$ cat src/rtl/pxcvr_pkg.sv
package pxcvr_pkg;
  localparam int NUM_SIDES = 2;
  localparam int SIDE_A    = 0;
  localparam int SIDE_B    = 1;
  localparam int DEF_DATA_W = 8;
endpackage

$ cat src/rtl/pxcvr_latch.sv
// Register with transparent bypass: q follows d while le is high,
// otherwise the stored value.
module pxcvr_latch #(
  parameter int W = 9
) (
  input  logic         clk,
  input  logic         rst,
  input  logic         le,
  input  logic [W-1:0] d,
  output logic [W-1:0] q
);
  logic [W-1:0] held;

  assign q = le ? d : held;

  always_ff @(posedge clk) begin
    if (rst) held <= '0;
    else     held <= q;
  end
endmodule

$ cat src/rtl/pxcvr_parity.sv
// Parity generator and checker for one latch.
module pxcvr_parity #(
  parameter int DATA_W = 8
) (
  input  logic [DATA_W-1:0] data,
  input  logic              par_in,
  input  logic              odd,
  output logic              gen_par,
  output logic              err
);
  logic data_x;

  assign data_x  = ^data;
  assign gen_par = data_x ^ odd;
  assign err     = data_x ^ par_in ^ odd;
endmodule

$ cat src/rtl/pxcvr_side.sv
// One bus side: capture latch plus its parity logic.
module pxcvr_side #(
  parameter int DATA_W = 8
) (
  input  logic              clk,
  input  logic              rst,
  input  logic              le,
  input  logic              odd,
  input  logic [DATA_W-1:0] din,
  input  logic              pin,
  output logic [DATA_W-1:0] lat_data,
  output logic              lat_par,
  output logic              gen_par,
  output logic              err
);
  localparam int LW = DATA_W + 1;

  logic [LW-1:0] lat_q;

  pxcvr_latch #(.W(LW)) u_latch (
    .clk (clk),
    .rst (rst),
    .le  (le),
    .d   ({din, pin}),
    .q   (lat_q)
  );

  assign lat_data = lat_q[LW-1:1];
  assign lat_par  = lat_q[0];

  pxcvr_parity #(.DATA_W(DATA_W)) u_par (
    .data    (lat_data),
    .par_in  (lat_par),
    .odd     (odd),
    .gen_par (gen_par),
    .err     (err)
  );
endmodule

$ cat src/rtl/dual_latch_parity_xcvr.sv
module dual_latch_parity_xcvr
  import pxcvr_pkg::*;
#(
  parameter int DATA_W = DEF_DATA_W
) (
  input  logic              clk,
  input  logic              rst,
  input  logic [DATA_W-1:0] a_din,
  input  logic              a_pin,
  input  logic              a_le,
  input  logic              a_oe_n,
  input  logic [DATA_W-1:0] b_din,
  input  logic              b_pin,
  input  logic              b_le,
  input  logic              b_oe_n,
  input  logic              fwd_sel,
  input  logic              odd_sel,
  output logic [DATA_W-1:0] a_dout,
  output logic              a_pout,
  output logic              a_drive,
  output logic [DATA_W-1:0] b_dout,
  output logic              b_pout,
  output logic              b_drive,
  output logic              a_err_n,
  output logic              b_err_n,
  output logic              oe_conflict
);
  logic [NUM_SIDES-1:0][DATA_W-1:0] din_v, lat_data_v, dout_v;
  logic [NUM_SIDES-1:0]             pin_v, le_v, lat_par_v, gen_par_v;
  logic [NUM_SIDES-1:0]             err_v, pout_v, drive_v, err_n_v;
  logic [NUM_SIDES-1:0]             drive_nx;
  logic                             conflict_nx;

  assign din_v[SIDE_A] = a_din;
  assign din_v[SIDE_B] = b_din;
  assign pin_v[SIDE_A] = a_pin;
  assign pin_v[SIDE_B] = b_pin;
  assign le_v[SIDE_A]  = a_le;
  assign le_v[SIDE_B]  = b_le;

  // A bus is driven only when its own enable alone is active.
  assign drive_nx[SIDE_A] = ~a_oe_n & b_oe_n;
  assign drive_nx[SIDE_B] = ~b_oe_n & a_oe_n;
  assign conflict_nx      = ~a_oe_n & ~b_oe_n;

  for (genvar s = 0; s < NUM_SIDES; s++) begin : g_side
    localparam int SRC = NUM_SIDES - 1 - s;

    logic out_par_nx;
    logic err_nx;

    pxcvr_side #(.DATA_W(DATA_W)) u_side (
      .clk      (clk),
      .rst      (rst),
      .le       (le_v[s]),
      .odd      (odd_sel),
      .din      (din_v[s]),
      .pin      (pin_v[s]),
      .lat_data (lat_data_v[s]),
      .lat_par  (lat_par_v[s]),
      .gen_par  (gen_par_v[s]),
      .err      (err_v[s])
    );

    assign out_par_nx = fwd_sel ? lat_par_v[SRC] : gen_par_v[SRC];
    // Receiving side reports nothing while its latch holds.
    assign err_nx     = err_v[s] & ~(drive_nx[s] & ~le_v[s]);

    always_ff @(posedge clk) begin
      if (rst) begin
        dout_v[s]  <= '0;
        pout_v[s]  <= 1'b0;
        drive_v[s] <= 1'b0;
        err_n_v[s] <= 1'b1;
      end else begin
        dout_v[s]  <= lat_data_v[SRC];
        pout_v[s]  <= out_par_nx;
        drive_v[s] <= drive_nx[s];
        err_n_v[s] <= ~err_nx;
      end
    end
  end

  always_ff @(posedge clk) begin
    if (rst) oe_conflict <= 1'b0;
    else     oe_conflict <= conflict_nx;
  end

  assign a_dout  = dout_v[SIDE_A];
  assign b_dout  = dout_v[SIDE_B];
  assign a_pout  = pout_v[SIDE_A];
  assign b_pout  = pout_v[SIDE_B];
  assign a_drive = drive_v[SIDE_A];
  assign b_drive = drive_v[SIDE_B];
  assign a_err_n = err_n_v[SIDE_A];
  assign b_err_n = err_n_v[SIDE_B];
endmodule

$ cat config.mk
export PLATFORM = sky130hd
export DESIGN_NAME = dual_latch_parity_xcvr
export DESIGN_NICKNAME = d
export VERILOG_FILES = /design/src/rtl/pxcvr_pkg.sv /design/src/rtl/pxcvr_latch.sv /design/src/rtl/pxcvr_parity.sv /design/src/rtl/pxcvr_side.sv /design/src/rtl/dual_latch_parity_xcvr.sv
export SDC_FILE = /design/constraint.sdc
export NUM_CORES = 1
export LEC_CHECK = 0
export BUFFER_PORTS_ARGS = -buffer_cell sky130_fd_sc_hd__buf_2
export CORE_ASPECT_RATIO = 0.9
export CORE_MARGIN = 2
export CORE_UTILIZATION = 38
export CTS_CLUSTER_SIZE = 25
export DETAILED_ROUTE_END_ITERATION = 10
export GPL_TIMING_DRIVEN = 0
export PLACE_DENSITY_LB_ADDON = 0.05
export SETUP_SLACK_MARGIN = 0.3
export SLEW_MARGIN = 10
export SYNTH_ARGS = -nofsm -noshare
export SYNTH_HDL_FRONTEND = slang
export SYNTH_SLANG_ARGS = --single-unit
$ cat constraint.sdc
create_clock -name clk -period 2.9 [get_ports clk]
set_clock_uncertainty 0.1 [all_clocks]
set_input_delay 0.435 -clock clk [delete_from_list [all_inputs] [get_ports clk]]
set_output_delay 0.435 -clock clk [all_outputs]
set_load 0.05 [all_outputs]
# --- Word level (Yosys, flattened, before mapping) ---
# Index checks and enable logic that the tools add are counted.
totals:
  reg_bits: 41
  inputBits: 26
  out_inout_bits: 23
  elab_cells: 38
classes:
  n_mux: 4
  bitwise_logic: 21
  reduce_logical: 2
op_table:
  columns: ["cell", "count"]
  rows:
  - ["$mux 9", 2]
  - ["$reduce_xor 8->1", 2]
  - ["$not 1->1", 8]
  - ["$and 1x1->1", 7]
  - ["$xor 1x1->1", 6]
  - ["$mux 1", 2]

# --- Logic depth before layout (Yosys ltp) ---
# Gate-level depths: netlist (run 1).
depth:
  word_depth: 6
  mapped_depth: 6
  depth_no_buf: 5

# --- Cells and area by module ---
# From an unflattened synthesis (run 1), not the netlist that was laid out.
unflattened:
  cells_unflattened: 125
  hier_area_um2: 1649.1
modules_own_cells:
  columns: ["module", "n_inst", "cells_each", "area_per_inst_um2", "seq_area_each_um2"]
  rows:
  - ["pxcvr_latch", 2, 28, 382.9, 180.2]
  - ["dual_latch_parity_xcvr", 1, 53, 673.1, 460.4]
  - ["pxcvr_parity", 2, 8, 105.1, 0.0]

# --- Worst setup path after synthesis (run 1) ---
# No wires, ideal clock.
synth_timing:
  path_kind: "input port to flip-flop"
  start: "input port a_le"
  end: "register err_n_v[0], in the netlist a_err_n"
  setup_time_ps: 72
  t_arrival_ps: 1511
  required_ps: 2728
  setup_slack_ps: 1217
  stages: 5
  path_cell_list: "buf_6 -> mux2i_1 -> xnor3_1 -> xnor2_1 -> mux2i_1"
synth_between:
  elab_chain_len: 6
synth_lines:
  columns: ["element", "line_no", "rtl"]
  rows:
  - ["start, declared", "dual_latch_parity_xcvr.sv:10", "input logic a_le,"]
  - ["$mux 9", "pxcvr_latch.sv:14", "assign q = le ? d : held;"]
  - ["$reduce_xor 8->1", "pxcvr_parity.sv:13", "assign data_x = ^data;"]
  - ["$xor 1x1->1 (2 in a row)", "pxcvr_parity.sv:15", "assign err = data_x ^ par_in ^ odd;"]
  - ["$and 1x1->1 (*)", "dual_latch_parity_xcvr.sv:67", "assign err_nx = err_v[s] & ~(drive_nx[s] & ~le_v[s]);"]
  - ["$not 1->1 (*)", "dual_latch_parity_xcvr.sv:79", "err_n_v[s] <= ~err_nx;"]
  - ["end signal, assigned by index", "dual_latch_parity_xcvr.sv:79", null]
  - ["end, declared", "dual_latch_parity_xcvr.sv:30", "logic [NUM_SIDES-1:0] err_v, pout_v, drive_v, err_n_v;"]
# Every way passes the cells marked *; elsewhere a longest branch is shown, timed or not.
# A chain may end at the register's enable or synchronous reset.

==> results of run 1 <==
[per-layer routing]
layer  up-vias  GRT usage
met1       467      0.181
li1        538          -
met4         0     0.0321
met5         -          0
met3         0     0.0464
met2        37      0.243
[cells in the mapped netlist]
cell	instances	share of area
a21o_1	2	0.011
a21oi_1	6	0.022
a22oi_1	2	0.011
buf_1	1	0.0028
buf_2	2	0.0074
buf_4	16	0.089
buf_6	2	0.017
clkbuf_1	2	0.0055
dfxtp_1	25	0.37
inv_1	1	0.0028
mux2i_1	24	0.18
mux2i_2	2	0.020
nand2b_1	2	0.0092
nor2_1	26	0.072
nor2b_1	4	0.018
nor3_1	1	0.0037
xnor2_1	4	0.026
xnor3_1	2	0.033
xor2_1	16	0.10
[path summary, 6_finish.rpt]
kind         startpoint     endpoint  slack [ns]
min              b_oe_n  oe_conflict        0.25
max           b_dout[5]      a_err_n        1.20
min reg2reg   a_dout[3]    a_dout[3]        0.45
max reg2reg   b_dout[5]      a_err_n        1.20
[power breakdown]
part | total [uW] | switching [uW] | internal (uW)
sequential | 386 | 15.3 | 371
combinational | 306 | 181 | 124
clock | 205 | 107 | 98.2
[per-stage QoR]
| step | std cells | worst slack (ns) | cell area (um2) | power [uW] | hold WS [ns] |
|---|---|---|---|---|---|
| 6_report | 233 | 1.20 | 1680 | 897 | 0.246 |
| 4_1_cts | 233 | 1.18 | 1680 | 914 | 0.244 |
| 5_1_grt | 233 | 1.07 | 1680 | 953 | 0.251 |
| 2_1_floorplan | 140 | 1.22 | 1360 | 636 | 0.404 |
| 3_5_place_dp | 229 | 0.993 | 1640 | 703 | 0.435 |
| 3_3_place_gp | 229 | 0.934 | 1640 | 700 | 0.420 |
[registers in the layout, indices dropped and copies added, names as in the netlist]
register / count
b_drive: 1
g_side.u_side.u_latch.held: 2
b_dout: 8
b_err_n: 1
a_drive: 1
a_pout: 1
b_pout: 1
oe_conflict: 1
a_err_n: 1
a_dout: 8
[worst register-to-register path: cells and delay by family, from the launching register on]
kind      cells  cell delay, ns
mux           2            0.35
flops         1            0.34
xor+xnor      3            0.85
[layout make-up]
type,instances,area (um2)
buffer,23,164
timing repair buffer,45,225
tap,44,55.1
sequential,25,500
clock buffer,4,45.0
multi-input combinational,91,688
fill,357,1720
inverter,1,3.75
[logic make-up (layout without fill, tap and decap cells)]
| kind of cell | Yosys count | in the layout | synth area share |
|---|---|---|---|
| flip-flops | 25 | 25 | 0.369 |
| AO/OA/AOI/OAI | 10 | 10 | 0.0443 |
| buffers and inverters | 24 | 73 | 0.124 |
| XOR/XNOR | 22 | 22 | 0.162 |
| AND/OR/NAND/NOR | 33 | 33 | 0.103 |
| multiplexers | 26 | 26 | 0.197 |
==> results.ini, run 1 <==
[cts]
clk-insertion-delay-late_ns = 0.27
root_buffer = clkbuf_8
cts_resized = 0
clk_pin_slew_worst_paths_ns = 0.09
cts_hold_buf = 0
clk_path_buf_depth = 2
ctsHtreeMaxLevel = 1
cts_setup_buffers = 0
cts_buffers = 3
cts_tree = done
cts.sinks = 25

[placement]
routabilityCongestion = 0.755
hpwl_um = 2020
io_buffers = 45

[hold_path]
min-delay-path-class = primary input to flop
hold_depth = 2

[cells_and_area]
diodes = 0
final_layout_size_suffix_gt1_frac = 0.370
final_common_cell = buf_2
num-nets-final = 216
syn2layout_area_growth_pct = 24.0
final_cell_mix = buf_2, nor2_1, dfxtp_1
final_core_util = 0.494

[setup_path]
cp_slowest_cell = xnor3_1
crit_chain = xor2_1 -> mux2i_1 -> xnor3_1 -> xnor2_1 -> mux2i_1
max_stage_delay_ns = 0.43
cp_top_family = XOR/XNOR gates
startpoint_type = flop
crit_arrival_ns = 1.81
reg2reg_depth = 5
cp_common_cell = mux2i_1
critPathKind = flop to flop
cp.required_ns = 3.00
crit_path_end_kind = flop
cp_num_buf_inv = 0
crit_cells = 5
cp_max_fo = 3

[yosys]
synth_fp_nets = 166
ys_warn_count = 0
synth-seq-cells = 25
ys_types = 19
syn_inst = 140
ys_seq_area_frac = 0.369
syn-cell-area_mm2 = 0.00136
syn_avg_cell_area_um2 = 9.69

[drt]
wl_met2_um = 1210
viasPerCell = 4.47
wl_met1_um = 1210
avgRoutedWirePerCell_um = 11.2
top_layer = met3
ant_nets = 0
drcViolationCount = 0
vias = 1042
drtIter0Drc = 41
route.met3.wl_um = 187
dr.pass1.iters = 4
wirelength_um = 2610

[pwr]
p_leak_uw = 0.000909
peakVddDrop_mv = 0.288
powerDensity_mw_per_mm2 = 533

[floorplanning]
ioPinCount = 49
rows = 20
dieArea_mm2 = 0.00406
start_util = 0.399
die_h_um = 60.7
die_w_um = 67.0
core_area_mm2 = 0.00340

[global_routing]
gr-total-overflow = 0
grt_max_degree = 14
grt_pass1_vias = 995
grt_util_all_layers = 0.144
grt_pass1_wl_um = 4370
antenna_found_initial = 0

[sta]
worst_slew_pin_slew_ns = 0.537
drv_slew = 0
fmax_mhz = 587
rsz0062_at_grt = no
setup_viol = 0
setup_tns_ns = 0
relSlewSlack = 0.642
period_needed_ns = 1.70
final_hold_viol_count = 0
min_period_over_period = 0.587

[run_status]
outcome = complete, no violations

[job]
maxCapViolations = 0

Note: power is estimated with default switching activity, not from simulation.
==> run 2: changes to the inputs <==
--- a/config.mk
+++ b/config.mk
@@ -5,6 +5,7 @@
 export SDC_FILE = /design/constraint.sdc
 export NUM_CORES = 1
 export LEC_CHECK = 0
+export ABC_AREA = 1
 export BUFFER_PORTS_ARGS = -buffer_cell sky130_fd_sc_hd__buf_2
 export CORE_ASPECT_RATIO = 0.9
 export CORE_MARGIN = 2
==> constraint.sdc (replaced) <==
create_clock -name clk -period 1.5 [get_ports clk]
set_clock_uncertainty 0.1 [all_clocks]
set_input_delay 0.225 -clock clk [delete_from_list [all_inputs] [get_ports clk]]
set_output_delay 0.225 -clock clk [all_outputs]
set_load 0.05 [all_outputs]
==> run 2 against run 1 <==
  * Via count increased by 66%
  * Wire length increased by 52%
  * Largest cell class unchanged
  * Total power increased by 130%
  * Flip-flop and latch count unchanged
  * Synthesized cell count increased by 110%
  * Register-to-register slack got worse by 1.1 ns
  * Sequential power increased by 94%
==> results.ini, run 2 <==
[sta]
relSlewSlack = 0.573  ; -0.0684
drv_slew = 0  ; unchanged
rsz0062_at_grt = yes
setup_tns_ns = 0  ; unchanged
period_needed_ns = 1.42  ; -0.287 ns
final_hold_viol_count = 0  ; unchanged
setup_viol = 0  ; unchanged
hold-worst-slack_ns = 0.0252  ; -0.220 ns
min_period_over_period = 0.944  ; +0.357
fmax_mhz = 706  ; +20%
worst_slew_pin_slew_ns = 0.640  ; +0.103 ns

[drt]
drtIter0Drc = 58  ; +41%
wirelength_um = 3950  ; +52%
vias = 1733  ; +66%
drcViolationCount = 0  ; unchanged
viasPerCell = 4.12  ; -8.0%
avgRoutedWirePerCell_um = 9.39  ; -16%
ant_nets = 0  ; unchanged
dr.pass1.iters = 4  ; unchanged

[floorplanning]
start_util = 0.391  ; -0.00723
die_h_um = 67.9  ; +12%
ioPinCount = 49  ; unchanged
die_w_um = 75.0  ; +12%
core_area_mm2 = 0.00440  ; +29%
rows = 23  ; +15%
dieArea_mm2 = 0.00509  ; +25%

[pwr]
seq_power_share = 0.371  ; -0.060
p_leak_uw = 0.00145  ; +60%
powerDensity_mw_per_mm2 = 785  ; +47%
combPwrFrac = 0.429  ; +0.088
switching_power_uw = 746  ; +150%
intPower_uw = 1280  ; +120%
switching_share = 0.369  ; +0.0307
peakVddDrop_mv = 0.681  ; +140%
p_clk_frac = 0.200  ; -0.028

[hold_path]
min-delay-path-class = primary input to flop

[cells_and_area]
finalInstanceArea_mm2 = 0.00258  ; +53%
syn2layout_area_growth_pct = 49.5
fin_cells = 421  ; +81%
multi_input_area_um2 = 921  ; +34%
num-fill-cells = 431  ; +21%
final_cell_mix = nand2_1, nand2_2, inv_1
final_common_cell = nand2_1
final_layout_size_suffix_gt1_frac = 0.460  ; +0.0892
num-nets-final = 386  ; +79%
regArea_um2 = 523  ; +4.5%
diodes = 0  ; unchanged

[yosys]
synth-edff-count = 0  ; unchanged
synth_area_leader_cell = nand2_1
synthFlopType = dfxtp_1
syn-cell-area_mm2 = 0.00172  ; +27%
synth_commonest_cells = nand2_1, inv_1, dfxtp_1
yosysMostFrequentCell = nand2_1
yosys-top-cells-area = nand2_1, dfxtp_1, inv_1, buf_4, nand2_2
ys_warn_count = 0  ; unchanged
ys_seq_area_frac = 0.290  ; -0.0785
netlist.area_leader.share = 0.309  ; -0.0596
syn_inst = 294  ; +110%
ys_types = 19  ; unchanged
syn_avg_cell_area_um2 = 5.86  ; -40%
synth-seq-cells = 25  ; unchanged
synth_fp_nets = 320  ; +93%
ys_async_sr_fraction = 0  ; unchanged

[global_routing]
antenna_found_initial = 0  ; unchanged
grt_pass1_vias = 1518  ; +53%
grt_util_all_layers = 0.166  ; +0.0222
gr-total-overflow = 0  ; unchanged
grt_max_degree = 15  ; +1
grt_pass1_wl_um = 6510  ; +49%

[placement]
hpwl_um = 2770  ; +37%
placed_cells = 403  ; +76%
routabilityCongestion = 0.792  ; +4.8%
post_dp_cell_area_mm2 = 0.00208  ; +27%
io_buffers = 47  ; +4.4%

[setup_path]
cp_max_fo = 3  ; unchanged
crit_arrival_ns = 1.48  ; -0.33 ns
cp.required_ns = 1.56  ; -1.44 ns
critPathKind = flop to flop
startpoint_type = flop
crit_path_end_kind = flop

[cts]
cts_buffers = 3  ; unchanged
ctsHtreeMaxLevel = 1  ; unchanged
cts.sinks = 25  ; unchanged
cts_tree = done
clk_pin_slew_worst_paths_ns = 0.09  ; about the same
root_buffer = clkbuf_8
clk-insertion-delay-late_ns = 0.27  ; about the same
clk_path_buf_depth = 2  ; unchanged

[run_status]
outcome = complete, no violations

[job]
maxCapViolations = 0  ; unchanged

run 2: cell type report:
type                       count  area share
buffer                        24       0.110
clock buffer                   3      0.0160
clock inverter                 1     0.00194
inverter                      46      0.0709
multi-input combinational    199       0.357
sequential                    25       0.203
tap                           62      0.0301
timing repair buffer          61       0.211
run 2: per-layer routing:
layer / vias up / GRT usage / routed length, um / share of wire
li1: 969 / - / - / -
met1: 730 / 0.239 / 2000 / 0.51
met2: 32 / 0.247 / 1750 / 0.44
met3: 2 / 0.0412 / 177 / 0.045
met4: 0 / 0.0402 / 24 / 0.0061
met5: - / 0 / 0 / 0
run 2: worst paths after layout:
path                            slack, ns          end  depth (start not counted)  startpoint
worst max-delay path                 0.08      a_err_n                         14   b_dout[0]
worst min-delay path                 0.03  oe_conflict                          2      a_oe_n
worst max register to register       0.08      a_err_n                         14   b_dout[0]
worst min register to register       0.43    a_dout[0]                          2   a_dout[0]
run 2: logic make-up (layout without fill, tap and decap cells):
kind of cell,after synthesis,in the layout,synth area share
buf+inv,70,135,0.228
simple gates,192,192,0.457
flops,25,25,0.290
compound gates,7,7,0.0247
run 2: through the flow:
step	power, uW	utilization	setup WS [ns]
after floorplan	1290	-	0.0843
after global placement	1430	0.472	-0.136
after detailed placement	1430	0.472	-0.159
after CTS	1940	0.537	0.102
after global routing	2170	0.585	-0.0368
final	2020	0.585	0.0840
run 2: worst max-delay path: stages (launching register included):
cell	delay, ns
dfxtp_2	0.34
inv_1	0.05
nand2_1	0.06
nand2_2	0.10
nand2_2	0.05
nand2_2	0.07
inv_2	0.04
nand2_2	0.08
nand2_2	0.06
nand2_2	0.08
nand2_2	0.06
nand2_2	0.06
nand2_1	0.04
nand2_1	0.05
nand3_1	0.06
run 2: power by group through the flow:
stage	combinational [uW]	clock, uW	sequential [uW]
floorplan	486	0	806
global placement	678	0	754
detailed placement	680	0	753
CTS	772	424	747
global route	953	457	756
finish	868	405	750
run 2: repair_timing:
| action | in CTS | in global routing |
|---|---|---|
| resized for setup | 69 | 54 |
| hold buffers | 0 | 0 |
| setup endpoints to repair | 20 | 26 |
| buffers inserted | 6 | 8 |
| gates cloned | 0 | 0 |
| pin swaps | 11 | 15 |
